File: src/rtl/xirq_pkg.sv
package xirq_pkg;
    typedef enum logic {
        EV_IDLE = 1'b0,
        EV_HELD = 1'b1
    } ev_state_e;

    localparam int FLD_ACK  = 0;
    localparam int FLD_EN   = 1;
    localparam int FLD_LVL  = 2;
    localparam int FLD_POL  = 3;
    localparam int FLD_DUAL = 4;
    localparam int NUM_FIELDS = 5;
endpackage

File: src/rtl/xirq_sync.sv
module xirq_sync #(
    parameter int           NUM_PINS = 4,
    parameter logic         IDLE_VAL = 1'b1
) (
    input  logic                clk,
    input  logic                rst_n,
    input  logic [NUM_PINS-1:0] pin_i,
    output logic [NUM_PINS-1:0] now_o,
    output logic [NUM_PINS-1:0] prev_o
);
    logic [NUM_PINS-1:0] meta_q;
    logic [NUM_PINS-1:0] now_q;
    logic [NUM_PINS-1:0] prev_q;

    always_ff @(posedge clk or negedge rst_n) begin
        if (!rst_n) begin
            meta_q <= {NUM_PINS{IDLE_VAL}};
            now_q  <= {NUM_PINS{IDLE_VAL}};
            prev_q <= {NUM_PINS{IDLE_VAL}};
        end else begin
            meta_q <= pin_i;
            now_q  <= meta_q;
            prev_q <= now_q;
        end
    end

    assign now_o  = now_q;
    assign prev_o = prev_q;
endmodule

File: src/rtl/xirq_cfg.sv
module xirq_cfg
    import xirq_pkg::*;
#(
    parameter int NUM_PINS = 4,
    localparam int CFG_W   = NUM_FIELDS * NUM_PINS
) (
    input  logic                clk,
    input  logic                rst_n,
    input  logic                we_i,
    input  logic [CFG_W-1:0]    wdata_i,
    output logic [CFG_W-1:0]    rdata_o,
    output logic [NUM_PINS-1:0] en_o,
    output logic [NUM_PINS-1:0] lvl_o,
    output logic [NUM_PINS-1:0] pol_o,
    output logic [NUM_PINS-1:0] dual_o,
    output logic [NUM_PINS-1:0] ack_o
);
    localparam int ACK_LO  = FLD_ACK  * NUM_PINS;
    localparam int EN_LO   = FLD_EN   * NUM_PINS;
    localparam int LVL_LO  = FLD_LVL  * NUM_PINS;
    localparam int POL_LO  = FLD_POL  * NUM_PINS;
    localparam int DUAL_LO = FLD_DUAL * NUM_PINS;

    logic [NUM_PINS-1:0] en_q, lvl_q, pol_q, dual_q;

    always_ff @(posedge clk or negedge rst_n) begin
        if (!rst_n) begin
            en_q   <= '0;
            lvl_q  <= '1;
            pol_q  <= '0;
            dual_q <= '0;
        end else if (we_i) begin
            en_q   <= wdata_i[EN_LO   +: NUM_PINS];
            lvl_q  <= wdata_i[LVL_LO  +: NUM_PINS];
            pol_q  <= wdata_i[POL_LO  +: NUM_PINS];
            dual_q <= wdata_i[DUAL_LO +: NUM_PINS];
        end
    end

    // ack is a pulse, only present in the write cycle
    assign ack_o = we_i ? wdata_i[ACK_LO +: NUM_PINS] : '0;

    always_comb begin
        rdata_o = '0;
        rdata_o[EN_LO   +: NUM_PINS] = en_q;
        rdata_o[LVL_LO  +: NUM_PINS] = lvl_q;
        rdata_o[POL_LO  +: NUM_PINS] = pol_q;
        rdata_o[DUAL_LO +: NUM_PINS] = dual_q;
    end

    assign en_o   = en_q;
    assign lvl_o  = lvl_q;
    assign pol_o  = pol_q;
    assign dual_o = dual_q;
endmodule

File: src/rtl/xirq_chan.sv
module xirq_chan
    import xirq_pkg::*;
(
    input  logic clk,
    input  logic rst_n,
    input  logic now_i,
    input  logic prev_i,
    input  logic en_i,
    input  logic lvl_i,
    input  logic pol_i,
    input  logic dual_i,
    input  logic ack_i,
    output logic irq_o
);
    ev_state_e state_q, state_d;
    logic      hit;

    // edge qualifier, only meaningful in edge mode
    always_comb begin
        if (lvl_i)       hit = 1'b0;
        else if (dual_i) hit = now_i ^ prev_i;
        else if (pol_i)  hit = now_i & ~prev_i;
        else             hit = ~now_i & prev_i;
    end

    always_comb begin
        state_d = state_q;
        unique case (state_q)
            EV_IDLE: if (hit) state_d = EV_HELD;                // ARM
            EV_HELD: begin
                if (lvl_i)             state_d = EV_IDLE;       // DROP
                else if (ack_i && !hit) state_d = EV_IDLE;      // ACK
            end
        endcase
    end

    always_ff @(posedge clk or negedge rst_n) begin
        if (!rst_n) state_q <= EV_IDLE;
        else        state_q <= state_d;
    end

    always_comb begin
        if (lvl_i) irq_o = en_i & (now_i == pol_i);
        else       irq_o = en_i & (state_q == EV_HELD);
    end

    p_arm_cause_r3: assert property (@(posedge clk) disable iff (!rst_n)
        (state_q == EV_HELD && $past(state_q) == EV_IDLE) |-> $past(hit));

    p_hold_on_clash_r8: assert property (@(posedge clk) disable iff (!rst_n)
        (hit && ack_i) |=> (state_q == EV_HELD));

    p_ack_empties_r7: assert property (@(posedge clk) disable iff (!rst_n)
        (ack_i && !hit) |=> (state_q == EV_IDLE));

    p_level_no_latch_r2: assert property (@(posedge clk) disable iff (!rst_n)
        $past(lvl_i) |-> (state_q == EV_IDLE));
endmodule

File: src/rtl/xirq_sense.sv
module xirq_sense
    import xirq_pkg::*;
#(
    parameter int  NUM_PINS = 4,
    localparam int CFG_W    = NUM_FIELDS * NUM_PINS
) (
    input  logic                clk,
    input  logic                rst_n,
    input  logic [NUM_PINS-1:0] pin_i,
    input  logic                cfg_we,
    input  logic [CFG_W-1:0]    cfg_wdata,
    output logic [CFG_W-1:0]    cfg_rdata,
    output logic [NUM_PINS-1:0] irq_o
);
    localparam int EN_LO = FLD_EN * NUM_PINS;

    logic [NUM_PINS-1:0] now_s, prev_s;
    logic [NUM_PINS-1:0] en, lvl, pol, dual, ack;

    xirq_sync #(.NUM_PINS(NUM_PINS), .IDLE_VAL(1'b1)) u_sync (
        .clk    (clk),
        .rst_n  (rst_n),
        .pin_i  (pin_i),
        .now_o  (now_s),
        .prev_o (prev_s)
    );

    xirq_cfg #(.NUM_PINS(NUM_PINS)) u_cfg (
        .clk     (clk),
        .rst_n   (rst_n),
        .we_i    (cfg_we),
        .wdata_i (cfg_wdata),
        .rdata_o (cfg_rdata),
        .en_o    (en),
        .lvl_o   (lvl),
        .pol_o   (pol),
        .dual_o  (dual),
        .ack_o   (ack)
    );

    for (genvar i = 0; i < NUM_PINS; i++) begin : g_chan
        xirq_chan u_chan (
            .clk    (clk),
            .rst_n  (rst_n),
            .now_i  (now_s[i]),
            .prev_i (prev_s[i]),
            .en_i   (en[i]),
            .lvl_i  (lvl[i]),
            .pol_i  (pol[i]),
            .dual_i (dual[i]),
            .ack_i  (ack[i]),
            .irq_o  (irq_o[i])
        );

        p_disable_gates_r6: assert property (@(posedge clk) disable iff (!rst_n)
            (cfg_we && !cfg_wdata[EN_LO + i]) |=> !irq_o[i]);
    end
endmodule

File: config.mk
export PLATFORM = sky130hd
export DESIGN_NAME = xirq_sense
export DESIGN_NICKNAME = d
export VERILOG_FILES = /design/src/rtl/xirq_pkg.sv /design/src/rtl/xirq_sync.sv /design/src/rtl/xirq_cfg.sv /design/src/rtl/xirq_chan.sv /design/src/rtl/xirq_sense.sv
export SDC_FILE = /design/constraint.sdc
export NUM_CORES = 1
export LEC_CHECK = 0
export BUFFER_PORTS_ARGS = -buffer_cell sky130_fd_sc_hd__buf_2
export CORE_ASPECT_RATIO = 0.75
export CORE_UTILIZATION = 54
export DETAILED_ROUTE_END_ITERATION = 12
export PLACE_DENSITY = 0.91
export SYNTH_ARGS = -nofsm -noshare
export SYNTH_HDL_FRONTEND = slang
export SYNTH_HIERARCHICAL = 1
export SYNTH_SLANG_ARGS = --single-unit
File: constraint.sdc
create_clock -name clk -period 4.3 [get_ports clk]
set_clock_uncertainty 0.15 [all_clocks]
set_input_delay 0.215 -clock clk [delete_from_list [all_inputs] [get_ports clk]]
set_output_delay 0.215 -clock clk [all_outputs]
set_load 0.01 [all_outputs]
**After elaboration in Yosys (flattened, before gate mapping)**

Index checks and enable logic that the tools add are counted.

- Latch bits: 0
- Bits in registers: 32
- Memory bits (writable): 0
- Memories kept: 0
- ROM bits: 0
- Input port bits: 27

- Shift operators: 0
- Equal/unequal tests: 4
- Mux-type cells: 33
- $lt $le $gt $ge: 0
- $add $sub $neg: 0
- Multiply operators: 0
- Reduce and logical (&&, ||, !) cells: 8
- Bitwise logic cells: 32
- Div/mod/pow operators: 0

Operators with widths:

| kind | count |
|---|---|
| $mux W1 | 28 |
| $and A1 B1 Y1 | 16 |
| $not A1 Y1 | 12 |
| $pmux W1 S2 | 4 |
| $eq A1 B1 Y1 | 4 |
| $logic_and A1 B1 Y1 | 4 |
| $logic_not A1 Y1 | 4 |
| $mux W4 | 1 |
| $xor A1 B1 Y1 | 4 |

**Logic depth before layout (Yosys ltp)**

Gate-level depths: netlist of the first run.

- Word-level depth: 10
- Mapped depth: 5

**Hierarchy**

Netlist of the first run, hierarchy kept.

By module, submodules not included:

| module | cells an instance | times used | area each (um^2) |
|---|---|---|---|
| xirq_cfg | 59 | 1 | 847.1 |
| xirq_chan | 14 | 4 | 121.4 |
| xirq_sync | 12 | 1 | 315.3 |

**Least setup slack after synthesis of the first run**

Ideal clock, no wire load.

- Path kind: reg-to-reg
- Start: register u_sync.now_q[0], in the netlist u_sync/now_o[0]
- End: register g_chan[0].u_chan.state_q
- Setup slack: 2855 ps
- Cell stages (with the launch flop): 6
- Data arrival time: 1174 ps
- Data required time: 4029 ps
- Period minus slack after synthesis: 1445 ps
- Path through: dfstp_2 inv_1 ha_1 mux2_4 o21ai_2 a21oi_1

- Word-level cells in the longest chain between the ends: 10
- Elaborated cells between the ends (all ways): 13
- Classes of those cells: 7 x mux; 4 x bitwise; 2 x reduce/logical

RTL lines:

| item | line | text |
|---|---|---|
| from (decl) | xirq_sync.sv:12 | `logic [NUM_PINS-1:0] now_q;` |
| from (signal assigned) | xirq_sync.sv:18 | `now_q <= {NUM_PINS{IDLE_VAL}};` |
| from (signal assigned) | xirq_sync.sv:22 | `now_q <= meta_q;` |
| $not A1 Y1 | xirq_chan.sv:23 | `else hit = ~now_i & prev_i;` |
| $and A1 B1 Y1 | xirq_chan.sv:23 |  |
| $mux W1 | xirq_chan.sv:22 | `else if (pol_i) hit = now_i & ~prev_i;` |
| $mux W1 * | xirq_chan.sv:21 | `else if (dual_i) hit = now_i ^ prev_i;` |
| $mux W1 * | xirq_chan.sv:20 | `if (lvl_i) hit = 1'b0;` |
| $logic_not A1 Y1 | xirq_chan.sv:32 | `else if (ack_i && !hit) state_d = EV_IDLE;` |
| $logic_and A1 B1 Y1 | xirq_chan.sv:32 |  |
| $mux W1 | xirq_chan.sv:32 |  |
| $mux W1 | xirq_chan.sv:31 | `if (lvl_i) state_d = EV_IDLE;` |
| $pmux W1 S2 * | xirq_chan.sv:28 | `unique case (state_q)` |
| net g_chan[0].u_chan.state_d | xirq_chan.sv:15 | `ev_state_e state_q, state_d;` |
| to (signal assigned) | xirq_chan.sv:39 | `else state_q <= state_d;` |
| to (decl) | xirq_chan.sv:15 |  |

Mark *: on every way through the listed nets, which the timed path passes. The rest lies on a longest branch.
A chain may end at the register's enable or synchronous reset.

**Final worst setup path of the first run**

- Start: register u_sync.now_q[2], in the netlist u_sync/now_o[2]
- End: output port irq_o[2]

- Word-level cells in the longest chain between the ends: 3

RTL lines:

| item | line | text |
|---|---|---|
| $eq A1 B1 Y1 | xirq_chan.sv:43 | `if (lvl_i) irq_o = en_i & (now_i == pol_i);` |
| $and A1 B1 Y1 | xirq_chan.sv:43 |  |
| $mux W1 | xirq_chan.sv:43 |  |
| to (decl) | xirq_sense.sv:13 | `output logic [NUM_PINS-1:0] irq_o` |

Every way passes these cells.

==> results.py, run 1 <==
metrics = {
    "floorplan": {
        "rows": 16,
        "ios": 51,
        "dieArea_um2": 3279,
        "start_util": 0.6008,
        "core_area_um2": 2743,
        "fp.dieH_um": 49.84,
        "die_width_um": 65.79,
    },
    "worst_setup_path": {
        "required_ns": 3.93,
        "rr_worst_depth": 5,
        "end_kind": "output pin",
        "r2r_start": "u_sync/now_o[1]",
        "crit_family": "flip-flops",
        "arrival_ns": 1.27,
        "path_buf_inv": 1,
        "slowest_stage": "dfstp_2",
        "reg2reg_slack_ns": 2.77,
        "startpoint_type": "register",
        "slowest_delay_ns": 0.56,
        "crit_cells": 3,
        "critPathMaxFanout": 4,
        "r2r_end": "g_chan[1].u_chan/state_q",
        "timing_worst_setup_path_type": "register to output pin",
        "path_cells": "xor2_1 -> o21ai_0 -> buf_2",
    },
    "global_route": {
        "grt_pass1_wl_mm": 4.443,
        "busiest_layer": "met2",
        "track_usage": 0.1874,
        "antenna_found_initial": 0,
        "grt_use_met1": 0.2076,
        "grt_overflow": 0,
        "gr-usage-met2": 0.3299,
        "grt_pass1_vias": 1029,
        "grt_max_degree": 33,
        "use_met3": 0.05787,
    },
    "final_layout": {
        "nets": 201,
        "synthToLayoutAreaGrowth_pct": 15.41,
        "final_common_cell": "buf_2",
        "nFillCells": 211,
        "final_cell_mix": "buf_2, mux2_4, dfrtp_1, dfstp_2",
        "final_area_um2": 1902,
        "n_antenna_cell": 0,
        "drive_gt1_frac": 0.5509,
        "fin_cells": 203,
    },
    "worst_hold_path": {
        "whs_endpoint": "u_cfg/pol_o[2]",
        "hold_depth": 2,
        "hold_path_class": "input pin to register",
        "holdCritStartpoint": "cfg_wdata[14]",
    },
    "cts": {
        "cts_tree": "done",
        "h-tree-depth": 2,
        "cts.path.max_buffers": 2,
        "root_buffer": "clkbuf_8",
        "postCtsSetupRepairBufs": 0,
        "path_clk_slew_ns": 0.06,
        "cts.repair.resized": 0,
        "cts_sinks": 32,
        "worst_skew_pair.late_latency_ns": 0.27,
        "ctsHoldBuffers": 5,
        "cts_buffers": 5,
    },
    "synth": {
        "yosys_warnings": 6,
        "synthCells": 127,
        "avgSynthCellArea_um2": 12.98,
        "ys_seq_area_frac": 0.4981,
        "ys_types": 16,
        "ys_ff_latch": 32,
        "syn_area_um2": 1648,
    },
    "route": {
        "drt-total-wl_mm": 2.719,
        "wl_per_cell_um": 13.39,
        "ant_nets": 0,
        "drc_errors": 0,
        "via_per_inst": 4.892,
        "drt-initial-drc-count": 24,
        "drt-pass1-iter-count": 4,
        "vias": 993,
    },
    "run_status": {
        "outcome": "finished clean",
    },
    "sta": {
        "max_slew_margin": 0.5559,
        "worstMarginPinSlew_ns": 0.6662,
        "hold_viol": 0,
        "setup_viol": 0,
        "rsz0062_at_grt": "false",
        "drv_slew": 0,
        "period_needed_ns": 1.633,
        "layout_worst_path_cycle_share": 0.3798,
        "clock.fmax_mhz": 612.3,
        "tns_ns": 0,
        "setup_slack_ns": 2.667,
    },
    "pwr": {
        "irDropWorstVdd_uv": 265.4,
        "p_leak_nw": 0.9739,
        "power_mw": 0.7115,
        "power_density_nw_per_um2": 374.1,
    },
    "place": {
        "gp_congestion": 0.6700,
        "pre_cts_ws_ns": 2.767,
        "port_buffers": 46,
        "dpl_cell_area_um2": 1762,
        "dp_hpwl_mm": 1.933,
        "dp_cells": 190,
    },
    "run": {
        "max-cap-violations": 0,
    },
}
final cells by class:
cell class | count | area, µm² | area share
Timing Repair Buffer | 51 | 280.3 | 0.1474
Clock buffer | 8 | 90.09 | 0.04737
Inverter | 8 | 30.03 | 0.01579
Tap cell | 36 | 45.04 | 0.02368
Multi-Input combinational cell | 68 | 635.6 | 0.3342
Sequential cell | 32 | 820.8 | 0.4316
synth_stat cells:
| library cell | n | area share |
|---|---|---|
| and2_1 | 4 | 0.015 |
| dfrtp_1 | 16 | 0.24 |
| inv_1 | 8 | 0.018 |
| mux2_4 | 20 | 0.18 |
| conb_1 | 1 | 0.0023 |
| buf_6 | 2 | 0.014 |
| a21oi_1 | 4 | 0.012 |
| nand2_1 | 8 | 0.018 |
| ha_1 | 8 | 0.061 |
| o21ai_2 | 4 | 0.021 |
| dfstp_2 | 16 | 0.26 |
| nand3b_1 | 4 | 0.018 |
| nand2b_1 | 4 | 0.015 |
| buf_4 | 20 | 0.091 |
| o21ai_0 | 4 | 0.012 |
| xor2_1 | 4 | 0.021 |
cells by family after synthesis:
group | Yosys count | synth area share
adders and majority gates | 8 | 0.06075
xor gates and xnor gates | 4 | 0.02126
and+or+nand+nor | 20 | 0.06682
AOI/OAI and AO/OA | 12 | 0.04556
DFF | 32 | 0.4981
buffers and inverters | 30 | 0.1230
other | 1 | 0.002276
muxes | 20 | 0.1822
sequential cells by signal, summed over array words and instances, names as in the netlist:
signal / flops
g_chan.u_chan/state_q: 4
u_cfg/dual_o: 4
u_cfg/en_o: 4
u_cfg/lvl_o: 4
u_cfg/pol_o: 4
u_sync/meta_q: 4
u_sync/now_o: 4
u_sync/prev_o: 4
stage by stage:
stage	hold slack (ns)	utilization
finish	0.02030	0.6934
global route	0.01247	0.6934
CTS	0.01270	0.6934
detailed placement	0.1391	0.6423
global placement	0.1264	0.6423
floorplan	-0.2306	-
power by group:
| group | internal [mW] | total (mW) | switching [mW] |
|---|---|---|---|
| Clock | 0.130 | 0.226 | 0.0961 |
| Combinational | 0.0693 | 0.123 | 0.0535 |
| Sequential | 0.336 | 0.362 | 0.0267 |
routing by layer:
| layer | vias up | part of all wire | routed length [µm] |
|---|---|---|---|
| li1 | 467 | - | - |
| met1 | 482 | 0.43 | 1179 |
| met2 | 40 | 0.49 | 1334 |
| met3 | 4 | 0.066 | 180 |
| met4 | 0 | 0.0092 | 25 |
| met5 | - | 0 | 0 |
worst max-delay path by stage:
stage / end / startpoint / slack, ns
after floorplan: g_chan[0].u_chan/state_q / u_sync/now_o[0] / 2.86
after global placement: g_chan[3].u_chan/state_q / u_sync/now_o[3] / 2.82
after detailed placement: g_chan[0].u_chan/state_q / u_sync/now_o[0] / 2.77
after CTS: irq_o[2] / u_sync/now_o[2] / 2.64
after global routing: irq_o[2] / u_sync/now_o[2] / 2.57
final: irq_o[2] / u_sync/now_o[2] / 2.67
(Power assumes the default switching activity.)
==> run 2: changes to the inputs <==
- CORE_UTILIZATION: 54 -> 50
- PLACE_DENSITY: 0.91 -> 0.85
- clock period: 4.3 -> 1.59 ns (I/O delays scaled with it)
==> run 2 against run 1 <==
Compared with the run above: setup slack lost 2.6 ns; power increased to 2.8 times the previous value; clock-buffer cell count is the same; critical endpoint is now g_chan[3].u_chan/state_q; via count increased by 4.6%; final area grew 8.6%; sequential share of layout area decreased by 3.4 points; utilization shrank 1.5 points; cell count rose by 8.9%.
==> results.py, run 2 (same netlist as run 1, synthesis figures left out) <==
metrics = {
    "pwr": {
        "irDropWorstVdd_uv": 659.8,
        "p_leak_nw": 1.041,
        "power_density_nw_per_um2": 953.6,
    },
    "place": {
        "pre_cts_ws_ns": 0.08060,
        "port_buffers": 46,
        "dp_hpwl_mm": 1.896,
        "dp_cells": 192,
        "gp_congestion": 0.6473,
    },
    "floorplan": {
        "core_area_um2": 3042,
        "die_width_um": 68.29,
        "fp.dieH_um": 51.72,
        "ios": 51,
        "dieArea_um2": 3532,
        "start_util": 0.5418,
        "rows": 17,
    },
    "final_layout": {
        "drive_gt1_frac": 0.5027,
        "fin_cells": 221,
        "final_common_cell": "buf_2",
        "nFillCells": 233,
        "synthToLayoutAreaGrowth_pct": 25.28,
        "seq_area_um2": 820.8,
        "multi_input_area_um2": 635.6,
        "nets": 217,
        "fin_util": 0.6787,
        "final_cell_mix": "buf_2, dlygate4sd3_1, mux2_4",
        "n_antenna_cell": 0,
    },
    "cts": {
        "ctsHoldBuffers": 21,
        "worst_skew_pair.late_latency_ns": 0.28,
        "path_clk_slew_ns": 0.06,
        "cts_sinks": 32,
        "cts.path.max_buffers": 2,
        "cts.repair.resized": 0,
        "cts_tree": "done",
        "cts_buffers": 5,
        "postCtsSetupRepairBufs": 0,
        "root_buffer": "clkbuf_8",
        "h-tree-depth": 2,
    },
    "global_route": {
        "grt_max_degree": 33,
        "grt_overflow": 0,
        "grt_pass1_wl_mm": 4.719,
        "grt_pass1_vias": 1129,
        "track_usage": 0.1892,
        "antenna_found_initial": 0,
    },
    "route": {
        "drt-total-wl_mm": 2.904,
        "wl_per_cell_um": 13.14,
        "drt-initial-drc-count": 61,
        "drc_errors": 0,
        "drt-pass1-iter-count": 4,
        "ant_nets": 0,
        "via_per_inst": 4.701,
        "vias": 1039,
    },
    "worst_setup_path": {
        "end_kind": "register",
        "slowest_delay_ns": 0.57,
        "arrival_ns": 1.55,
        "crit_family": "flip-flops",
        "path_buf_inv": 1,
        "critPathMaxFanout": 4,
        "startpoint_type": "register",
        "slowest_stage": "dfstp_2",
        "timing_worst_setup_path_type": "register to register",
        "path_cells": "inv_1 -> ha_1 -> mux2_4 -> o21ai_2 -> a21oi_1",
        "required_ns": 1.61,
    },
    "sta": {
        "period_needed_ns": 1.532,
        "clock.fmax_mhz": 652.7,
        "setup_slack_ns": 0.05784,
        "rsz0062_at_grt": "false",
        "tns_ns": 0,
        "layout_worst_path_cycle_share": 0.9636,
        "setup_viol": 0,
        "hold-worst-slack_ns": 0.003266,
        "drv_slew": 0,
        "max_slew_margin": 0.5534,
        "worstMarginPinSlew_ns": 0.6699,
        "hold_viol": 0,
    },
    "run": {
        "max-cap-violations": 0,
    },
    "run_status": {
        "outcome": "finished clean",
    },
    "worst_hold_path": {
        "hold_path_class": "input pin to register",
    },
}
## run 2: where the power goes
part / switching, mW / total [mW] / internal [mW]
clock: 0.274 / 0.626 / 0.352
combinational: 0.149 / 0.362 / 0.213
sequential: 0.0728 / 0.981 / 0.908
## run 2: worst paths after layout
check	startpoint	end	slack [ns]	depth (start not counted)
setup / recovery	u_sync/now_o[3]	g_chan[3].u_chan/state_q	0.06	5
hold / removal	cfg_wdata[3]	g_chan[3].u_chan/state_q	0.003	4
setup reg to reg	u_sync/now_o[3]	g_chan[3].u_chan/state_q	0.06	5
hold reg to reg	u_sync/meta_q[1]	u_sync/now_o[1]	0.20	0
max in group asynchronous	rst_n	u_cfg/en_o[1]	0.64	2
min in group asynchronous	rst_n	g_chan[0].u_chan/state_q	0.22	2
## run 2: layer usage
metal | routed length [µm] | GRT usage | up-vias
met5 | 0 | 0 | -
met1 | 1181 | 0.1879 | 499
met2 | 1550 | 0.3644 | 34
li1 | - | - | 501
met4 | 34 | 0.05208 | 0
met3 | 137 | 0.06579 | 5
## run 2: cell type report
class                           instances  area share
Clock buffer                            8     0.04364
Multi-Input combinational cell         68      0.3079
Inverter                                8     0.01455
Timing Repair Buffer                   67      0.2133
Tap cell                               38     0.02303
Sequential cell                        32      0.3976
## run 2: per-stage QoR
stage | cell area [µm²] | total power [mW]
floorplan | 1659 | 1.244
global placement | 1764 | 1.296
detailed placement | 1764 | 1.315
CTS | 2064 | 1.989
global route | 2064 | 2.079
finish | 2064 | 1.969
## run 2: worst register-to-register path: cells and delay by family (launching register included)
family	cells	cell delay [ns]
flip-flops	1	0.57
multiplexers	1	0.27
adder cells (fa/ha/maj)	1	0.19
AO/OA/AOI/OAI	2	0.19
buffers and inverters	1	0.06
